===== config.mk =====
export PLATFORM = sky130hd
export DESIGN_NAME = ram_line_bist
export DESIGN_NICKNAME = d
export VERILOG_FILES = /design/src/rtl/ramlt_pkg.sv /design/src/rtl/ramlt_pattern.sv /design/src/rtl/ramlt_check.sv /design/src/rtl/ram_line_bist.sv
export SDC_FILE = /design/constraint.sdc
export NUM_CORES = 1
export LEC_CHECK = 0
export BUFFER_PORTS_ARGS = -buffer_cell sky130_fd_sc_hd__buf_2
export CORE_MARGIN = 4
export CORE_UTILIZATION = 40
export CTS_CLUSTER_DIAMETER = 100
export DETAILED_ROUTE_END_ITERATION = 12
export GPL_TIMING_DRIVEN = 1
export SLEW_MARGIN = 5
export SYNTH_ARGS = -nofsm -noshare
export SYNTH_HDL_FRONTEND = slang
export SYNTH_SLANG_ARGS = --single-unit

===== constraint.sdc =====
create_clock -name clk -period 4.65 [get_ports clk]
set_input_delay 0.2325 -clock clk [delete_from_list [all_inputs] [get_ports clk]]
set_output_delay 0.2325 -clock clk [all_outputs]
set_load 0.005 [all_outputs]

===== src/rtl/ramlt_pkg.sv =====
package ramlt_pkg;
  typedef enum logic [3:0] {
    PH_AWALK0  = 4'd0,
    PH_AWALK1  = 4'd1,
    PH_ARISE   = 4'd2,
    PH_AFALL   = 4'd3,
    PH_BRWR    = 4'd4,
    PH_BRRD    = 4'd5,
    PH_DWALK0  = 4'd6,
    PH_DWALK1  = 4'd7,
    PH_CLR     = 4'd8,
    PH_SET     = 4'd9,
    PH_CLRCHK  = 4'd10,
    PH_TOG     = 4'd11,
    PH_TOGCHK  = 4'd12
  } phase_e;

  typedef enum logic [1:0] {OP_PAIR, OP_WR, OP_RD} opmode_e;

  typedef enum logic [1:0] {S_IDLE, S_RUN, S_DRAIN} state_e;

  function automatic opmode_e phase_mode(phase_e p);
    case (p)
      PH_BRWR, PH_CLR, PH_TOG: return OP_WR;
      PH_BRRD, PH_TOGCHK:      return OP_RD;
      default:                 return OP_PAIR;
    endcase
  endfunction
endpackage


===== src/rtl/ramlt_pattern.sv =====
module ramlt_pattern
  import ramlt_pkg::*;
#(
  parameter int AW = 8,
  parameter int DW = 8,
  parameter int TOG_WRITES = 9,
  parameter int SW = 9
) (
  input  phase_e          phase,
  input  logic [SW-1:0]   step,
  output logic [AW-1:0]   addr,
  output logic [DW-1:0]   data,
  output opmode_e         mode,
  output logic            last
);
  localparam logic [DW-1:0] PAT_A = {(DW/2){2'b01}};
  localparam int DEPTH = 1 << AW;

  logic [SW-1:0] len;

  always_comb begin
    addr = '0;
    data = '0;
    len  = SW'(1);
    mode = phase_mode(phase);
    case (phase)
      PH_AWALK0: begin addr = ~(AW'(1) << step); data = PAT_A;  len = SW'(AW); end
      PH_AWALK1: begin addr = AW'(1) << step;    data = ~PAT_A; len = SW'(AW); end
      PH_ARISE:  begin addr = step[0] ? '0 : '1; data = PAT_A;  len = SW'(3);  end
      PH_AFALL:  begin addr = '0;                data = ~PAT_A; len = SW'(1);  end
      PH_BRWR, PH_BRRD: begin
        addr = step[AW-1:0];
        data = DW'(step + SW'(1));
        len  = SW'(DEPTH);
      end
      PH_DWALK0: begin data = ~(DW'(1) << step); len = SW'(DW); end
      PH_DWALK1: begin data = DW'(1) << step;    len = SW'(DW); end
      PH_CLR, PH_CLRCHK: begin addr = step[AW-1:0]; data = '0; len = SW'(DEPTH); end
      PH_SET:    begin addr = step[AW-1:0]; data = '1; len = SW'(DEPTH); end
      PH_TOG:    begin data = step[0] ? '1 : '0; len = SW'(TOG_WRITES); end
      PH_TOGCHK: begin data = '0; len = SW'(1); end
      default: ;
    endcase
    last = (step == len - SW'(1));
  end
endmodule


===== src/rtl/ramlt_check.sv =====
module ramlt_check
  import ramlt_pkg::*;
#(
  parameter int AW = 8,
  parameter int DW = 8
) (
  input  logic          clk,
  input  logic          rst,
  input  logic          arm,
  input  logic          rd_v,
  input  logic [DW-1:0] exp_d,
  input  logic [AW-1:0] rd_addr,
  input  phase_e        rd_phase,
  input  logic [DW-1:0] rdata,
  output logic          mismatch,
  output logic [3:0]    err_phase,
  output logic [AW-1:0] err_addr,
  output logic [DW-1:0] err_exp,
  output logic [DW-1:0] err_act
);
  logic          cmp_v;
  logic [DW-1:0] cmp_exp;
  logic [AW-1:0] cmp_addr;
  phase_e        cmp_phase;

  always_ff @(posedge clk) begin
    if (rst) begin
      cmp_v     <= 1'b0;
      cmp_exp   <= '0;
      cmp_addr  <= '0;
      cmp_phase <= PH_AWALK0;
    end else begin
      cmp_v     <= rd_v;
      cmp_exp   <= exp_d;
      cmp_addr  <= rd_addr;
      cmp_phase <= rd_phase;
    end
  end

  assign mismatch = cmp_v && (rdata != cmp_exp);

  always_ff @(posedge clk) begin
    if (rst) begin
      err_phase <= '0;
      err_addr  <= '0;
      err_exp   <= '0;
      err_act   <= '0;
    end else if (mismatch && arm) begin
      err_phase <= cmp_phase;
      err_addr  <= cmp_addr;
      err_exp   <= cmp_exp;
      err_act   <= rdata;
    end
  end
endmodule


===== src/rtl/ram_line_bist.sv =====
module ram_line_bist
  import ramlt_pkg::*;
#(
  parameter int AW = 8,
  parameter int DW = 8,
  parameter int TOG_WRITES = 9
) (
  input  logic          clk,
  input  logic          rst,
  input  logic          start,
  input  logic          tog_en,
  output logic          busy,
  output logic          done,
  output logic          pass,
  output logic          fail,
  output logic [AW-1:0] mem_addr,
  output logic [DW-1:0] mem_wdata,
  output logic          mem_we,
  input  logic [DW-1:0] mem_rdata,
  output logic [3:0]    err_phase,
  output logic [AW-1:0] err_addr,
  output logic [DW-1:0] err_exp,
  output logic [DW-1:0] err_act
);
  localparam int DEPTH = 1 << AW;
  localparam int LMAX  = (DEPTH > TOG_WRITES) ? ((DEPTH > DW) ? DEPTH : DW)
                                              : ((TOG_WRITES > DW) ? TOG_WRITES : DW);
  localparam int SW    = $clog2(LMAX + 1);

  state_e        st;
  phase_e        phase;
  logic [SW-1:0] step;
  logic          half;
  logic          tog_q;
  logic          drain;
  logic          cmd_rd;
  logic [DW-1:0] cmd_exp;
  phase_e        cmd_phase;

  logic [AW-1:0] p_addr;
  logic [DW-1:0] p_data;
  opmode_e       p_mode;
  logic          p_last;
  logic          mismatch;
  logic          final_ph;
  phase_e        nxt_ph;

  ramlt_pattern #(.AW(AW), .DW(DW), .TOG_WRITES(TOG_WRITES), .SW(SW)) u_pat (
    .phase (phase),
    .step  (step),
    .addr  (p_addr),
    .data  (p_data),
    .mode  (p_mode),
    .last  (p_last)
  );

  ramlt_check #(.AW(AW), .DW(DW)) u_chk (
    .clk       (clk),
    .rst       (rst),
    .arm       (st != S_IDLE),
    .rd_v      (cmd_rd),
    .exp_d     (cmd_exp),
    .rd_addr   (mem_addr),
    .rd_phase  (cmd_phase),
    .rdata     (mem_rdata),
    .mismatch  (mismatch),
    .err_phase (err_phase),
    .err_addr  (err_addr),
    .err_exp   (err_exp),
    .err_act   (err_act)
  );

  assign final_ph = (phase == PH_TOGCHK) || (phase == PH_CLRCHK && !tog_q);
  assign nxt_ph   = phase_e'(phase + 4'd1);
  assign busy     = (st != S_IDLE);

  always_ff @(posedge clk) begin
    if (rst) begin
      st        <= S_IDLE;
      phase     <= PH_AWALK0;
      step      <= '0;
      half      <= 1'b0;
      tog_q     <= 1'b0;
      drain     <= 1'b0;
      mem_we    <= 1'b0;
      mem_addr  <= '0;
      mem_wdata <= '0;
      cmd_rd    <= 1'b0;
      cmd_exp   <= '0;
      cmd_phase <= PH_AWALK0;
      done      <= 1'b0;
      pass      <= 1'b0;
      fail      <= 1'b0;
    end else begin
      done   <= 1'b0;
      mem_we <= 1'b0;
      cmd_rd <= 1'b0;
      if (mismatch && st != S_IDLE) begin
        st   <= S_IDLE;
        done <= 1'b1;
        pass <= 1'b0;
        fail <= 1'b1;
      end else begin
        case (st)
          S_IDLE: if (start) begin
            st    <= S_RUN;
            phase <= PH_AWALK0;
            step  <= '0;
            half  <= 1'b0;
            tog_q <= tog_en;
            pass  <= 1'b0;
            fail  <= 1'b0;
          end
          S_RUN: begin
            mem_addr  <= p_addr;
            cmd_exp   <= p_data;
            cmd_phase <= phase;
            if (p_mode == OP_PAIR && !half) begin
              mem_we    <= 1'b1;
              mem_wdata <= p_data;
              half      <= 1'b1;
            end else begin
              if (p_mode == OP_WR) begin
                mem_we    <= 1'b1;
                mem_wdata <= p_data;
              end else begin
                cmd_rd <= 1'b1;
              end
              half <= 1'b0;
              if (p_last) begin
                step <= '0;
                if (final_ph) begin
                  st    <= S_DRAIN;
                  drain <= 1'b0;
                end else begin
                  phase <= nxt_ph;
                end
              end else begin
                step <= step + SW'(1);
              end
            end
          end
          S_DRAIN: begin
            drain <= 1'b1;
            if (drain) begin
              st   <= S_IDLE;
              done <= 1'b1;
              pass <= 1'b1;
            end
          end
          default: st <= S_IDLE;
        endcase
      end
    end
  end
endmodule


## After elaboration in Yosys (flattened, before gate mapping)

Index checks and enable logic that the tools add are counted.

- Bitwise gates (word level): 3
- Order comparisons: 0
- Shifts and indexed selects: 1
- Multiply operators: 0
- Eq/ne operators: 23
- Add/sub/neg operators: 3
- Reduce and logical (&&, ||, !) cells: 37
- Div/mod/pow operators: 0
- Multiplexer cells: 40

Operator list:

| cell | count |
|---|---|
| $pmux W8 S7 | 1 |
| $pmux W9 S4 | 1 |
| $mux W8 | 4 |
| $pmux W8 S4 | 1 |
| $mux W9 | 3 |
| $eq A4 B4 Y1 const B | 5 |
| $pmux W9 S2 | 1 |
| $eq A4 B3 Y1 const B | 4 |
| $mux W4 | 4 |
| $mux W1 | 14 |
| $reduce_bool A2 Y1 | 7 |
| $ne A2 B2 Y1 const B | 6 |
| $reduce_and A3 Y1 | 4 |
| $mux W2 | 5 |
| $reduce_and A5 Y1 | 2 |
| $reduce_or A2 Y1 | 5 |
| $add A9 B1 Y9 const B | 1 |
| $eq A9 B9 Y1 | 1 |
| $shl A1 B9 Y8 const A | 1 |
| $sub A9 B1 Y9 const B | 1 |
| $eq A4 B2 Y1 const B | 2 |
| $ne A8 B8 Y1 | 1 |
| $not A8 Y8 | 1 |
| $pmux W4 S2 | 1 |
| other kinds (19) | 31 |

- Input port bits: 12
- Memory bits (read-only): 0
- Bits in latches: 0
- Word-level logic and storage cells: 130
- Output and inout bits: 49
- Memories kept: 0
- Flip-flop bits (word level): 100
- Memory bits (writable): 0

## Longest topological paths before layout

- Depth after elaboration: 8
- Depth in mapped cells: 16
- Depth with buffers taken out: 14

## By module

A second synthesis with hierarchy kept.

- Cells, all modules: 575
- Area total of the unflattened synthesis: 5067.4 sq um

By module, submodules not included:

| module | area an instance (sq um) | instances | cells each | seq. area each (sq um) |
|---|---|---|---|---|
| ram_line_bist | 2204.6 | 1 | 264 | 1021.0 |
| ramlt_check | 1931.9 | 1 | 178 | 980.9 |
| ramlt_pattern | 930.9 | 1 | 133 | 0.0 |

## Worst setup path after synthesis

OpenSTA, ideal clock, no wires.

- Path type: reg-to-reg
- From: register phase[0]
- To: register step[2]
- Setup time: 0.117 ns
- Arrival: 2.971 ns
- Setup slack: 1.563 ns
- Period minus slack after synthesis: 3.087 ns
- Cell stages (with the launch flop): 16
- Path buffers: 1
- Data required time: 4.533 ns
- Path through: dfxtp_1 > inv_1 > ha_1 > o21bai_1 > a221o_1 > inv_1 > ha_1 > ha_1 > xor2_1 > nor3_1 > nand4bb_1 > nor4_2 > or2_1 > buf_2 > nor3_1 > a22o_1

- Longest elaborated chain between the ends: 8
- Elaborated cells on any way between the ends: 27
- Classes of those cells: 1 x add/sub; 13 x eq/ne; 5 x mux; 8 x reduce/logical

Ends and longest elaborated chain:

| item | RTL line | text |
|---|---|---|
| start, declared | ram_line_bist.sv:31 | `phase_e phase;` |
| start signal, assigned | ram_line_bist.sv:136 | `phase <= nxt_ph;` |
| $eq A4 B4 Y1, or another cell as far along | ramlt_pattern.sv:26 | `case (phase)` |
| $reduce_or A5 Y1 (no line) or $reduce_or A4 Y1 (tied branches) | n/a |  |
| $pmux W9 S4 | ramlt_pattern.sv:26 |  |
| $sub A9 B1 Y9 | ramlt_pattern.sv:44 | `last = (step == len - SW'(1));` |
| $eq A9 B9 Y1 | ramlt_pattern.sv:44 |  |
| $mux W9 | ram_line_bist.sv:130 | `if (p_last) begin` |
| $mux W9 | ram_line_bist.sv:118 | `if (p_mode == OP_PAIR && !half) begin` |
| $pmux W9 S2 | ram_line_bist.sv:104 | `case (st)` |
| end signal, assigned | ram_line_bist.sv:139 | `step <= step + SW'(1);` |
| end, declared | ram_line_bist.sv:32 | `logic [SW-1:0] step;` |

Parallel ways exist; a longest one is shown, timed or not. The select of a mux whose other input is x is not followed.
A chain may end at the register's enable or synchronous reset.

## Worst setup path after layout

Same ends and word-level chain as after synthesis.

==> reports/metrics.yaml <==
run_status: "completed"
nets: 569
clk_latency_ps: 350
die_w_um: 115
ir_drop_mv: 0.222
n_fill_cell: 1048
clock_path_buffers: 2
drv_slew: 0
initial_core_util_pct: 41.6
post_cts_hold_buffer_count: 0
min_period_ps: 3790
route.detailed.drc: 0
synth_edf_count: 0
ys_ff_latch: 100
drtIter0Drc: 359
holdPathEnd: "tog_q"
cp_max_fo: 14
fin_tns_setup_ps: 0
first_global_vias: 3493
cts_tree: "built"
required_ps: 4890
ctsResizeCount: 0
cts_root_buf: "clkbuf_16"
power.leakage_uw: 0.00211
synth_cell_types: 63
synth_seq_area_share_pct: 43.4
crit-reg2reg-launch: "phase[0]"
whs_ps: 119
detail-route-antenna-nets: 0
wl_per_cell_um: 16.1
r2r-end: "step[2]"
gp_congestion: 0.934
netlist_area_mm2: 0.00461
fin_util_pct: 47.3
tightest_slew_ps: 950
setup_slack_ps: 859
period_share_pct: 81.5
port_buffers: 60
antenna_found_initial: 0
diodes: 0
dr.pass1.iters: 5
clock_skew_ps: 11.0
cts.clk_slew.worst_paths_ps: 70
hpwl_um: 8100
fp-row-count: 38
die_height_um: 115
critPathKind: "flop to flop"
drt-vias-per-instance: 5.42
start_kind: "flop"
hold_path_startpoint: "tog_en"
grt_max_degree: 65
cts_buffers: 9
finalHoldViolations: 0
fmax_mhz: 264
synthArstFlopShare_pct: 0
setup_viol: 0
cts_setup_buffers: 0
synthCells: 514
ys.flop_type: "dfxtp_1"
ctsHtreeMaxLevel: 3
synth.avg_cell_area_um2: 8.98
io_pins: 61
critPathLaunch: "phase[0]"
worstHoldPathCells: 3
rsz0062_at_grt: "no"
syn-num-nets: 533
cts_sinks: 100
track_usage_pct: 17.3
crit_path_end_kind: "flop"
syn_to_final_growth_pct: 13.5
dp_slack_ps: 977
die-area_mm2: 0.0133
drive_gt1_share_pct: 17.5
cp.arrival_ps: 4030
max_cap_viol_count: 0
grt_pass1_wl_um: 18300
r2r_cells: 14
vias: 3765
core_area_mm2: 0.0111
worstHoldPathType: "primary input to flop"
relSlewSlack_pct: 36.6
r2r_slack_ps: 860
overflow: 0
ys_warn_count: 0
cellPowerDensity_mw_per_mm2: 403
routed_wl_um: 11200
[registers in the layout (all words and copies together), names as in the netlist, 2 cells and up]
| register | count |
|---|---|
| u_chk.cmp_addr | 8 |
| u_chk.err_act | 8 |
| phase | 4 |
| u_chk.err_addr | 8 |
| u_chk.cmp_exp | 8 |
| cmd_phase | 4 |
| cmd_exp | 8 |
| u_chk.cmp_phase | 4 |
| u_chk.err_phase | 4 |
| step | 9 |
| mem_wdata | 8 |
| u_chk.err_exp | 8 |
| mem_addr | 8 |
| st | 2 |
[area by class of cell]
cell class / count / area [µm²] / share of cell area [%]
Timing Repair Buffer: 62 / 315 / 6.02
Clock inverter: 7 / 71.3 / 1.36
Clock buffer: 9 / 225 / 4.30
Tap cell: 140 / 175 / 3.34
Sequential cell: 100 / 2000 / 38.2
Inverter: 10 / 37.5 / 0.717
Multi-Input combinational cell: 367 / 2410 / 46.0
[worst max-delay path by stage]
stage,endpoint,depth (start not counted)
detailed placement,step[2],14
global route,step[4],14
global placement,step[4],14
floorplan,step[2],15
CTS,step[2],14
finish,step[2],14
[where the power goes]
part / switching (µW) / internal, µW / total [µW]
clock network: 354 / 377 / 731
logic: 244 / 168 / 412
registers: 43.5 / 924 / 967
[per-stage QoR]
step	total power [µW]	std cells	cell area (µm²)
final	2110	695	5240
after global routing	2230	695	5240
after CTS	2130	695	5240
after detailed placement	1400	679	4940
after global placement	1390	679	4940
after floorplan	1280	514	4610
[logic make-up after synthesis]
| logic type | count (synthesis) | synth area share [%] |
|---|---|---|
| simple gates | 206 | 23.5 |
| flops | 100 | 43.4 |
| compound gates | 91 | 13.7 |
| buf+inv | 47 | 4.37 |
| mux | 42 | 9.17 |
| xor+xnor | 21 | 3.99 |
| fa+ha+maj | 7 | 1.90 |
[cells in the mapped netlist, drive strengths merged (10+ instances only)]
cell | count | area, µm²
dfxtp | 100 | 2000
nor2 | 78 | 298
mux2i | 40 | 400
nor2b | 29 | 181
clkbuf | 25 | 95.1
nand2 | 24 | 90.1
nor3 | 22 | 110
o21ai | 18 | 90.1
a21oi | 17 | 85.1
a211oi | 14 | 105
buf | 12 | 68.8
nand3 | 11 | 55.1
xor2 | 11 | 96.3
inv | 10 | 37.5
xnor2 | 10 | 87.6
[cells in the final DEF (no fill, tap or decap), types with 3 or more instances in the layout]
cell,n
dfxtp_1,100
nor2_1,76
buf_2,60
mux2i_1,40
nor2b_1,29
nand2_1,24
nor3_1,22
a21oi_1,17
o21ai_0,16
a211oi_1,14
xor2_1,11
nand3_1,11
inv_1,10
xnor2_1,10
clkbuf_16,9
o2bb2ai_1,8
ha_1,7
or3_1,5
nor4_1,4
nand2b_1,4
and3_1,4
a211o_1,4
o31ai_1,4
or2_2,3
a22oi_1,3
a311oi_1,3
or3b_2,3
a22o_1,3
[critical path: stages (launching register included)]
cell       delay, ps
dfxtp_1          360
inv_1            140
ha_1             450
nor2_1           160
a221o_1          420
inv_1             80
ha_1             200
ha_1             220
xor2_1           200
nor3_1            80
nand4bb_1        220
nor4_2           350
or2_1            390
nor3_1           150
a22o_1           260
[per-layer routing]
layer / up-vias / GRT usage, % / share of wire [%]
li1: 1868 / - / -
met3: 23 / 3.32 / 5.1
met4: 0 / 6.89 / 2.7
met1: 1755 / 24.1 / 48
met2: 119 / 26.2 / 45
met5: - / 0 / 0
(Power assumes the default switching activity.)
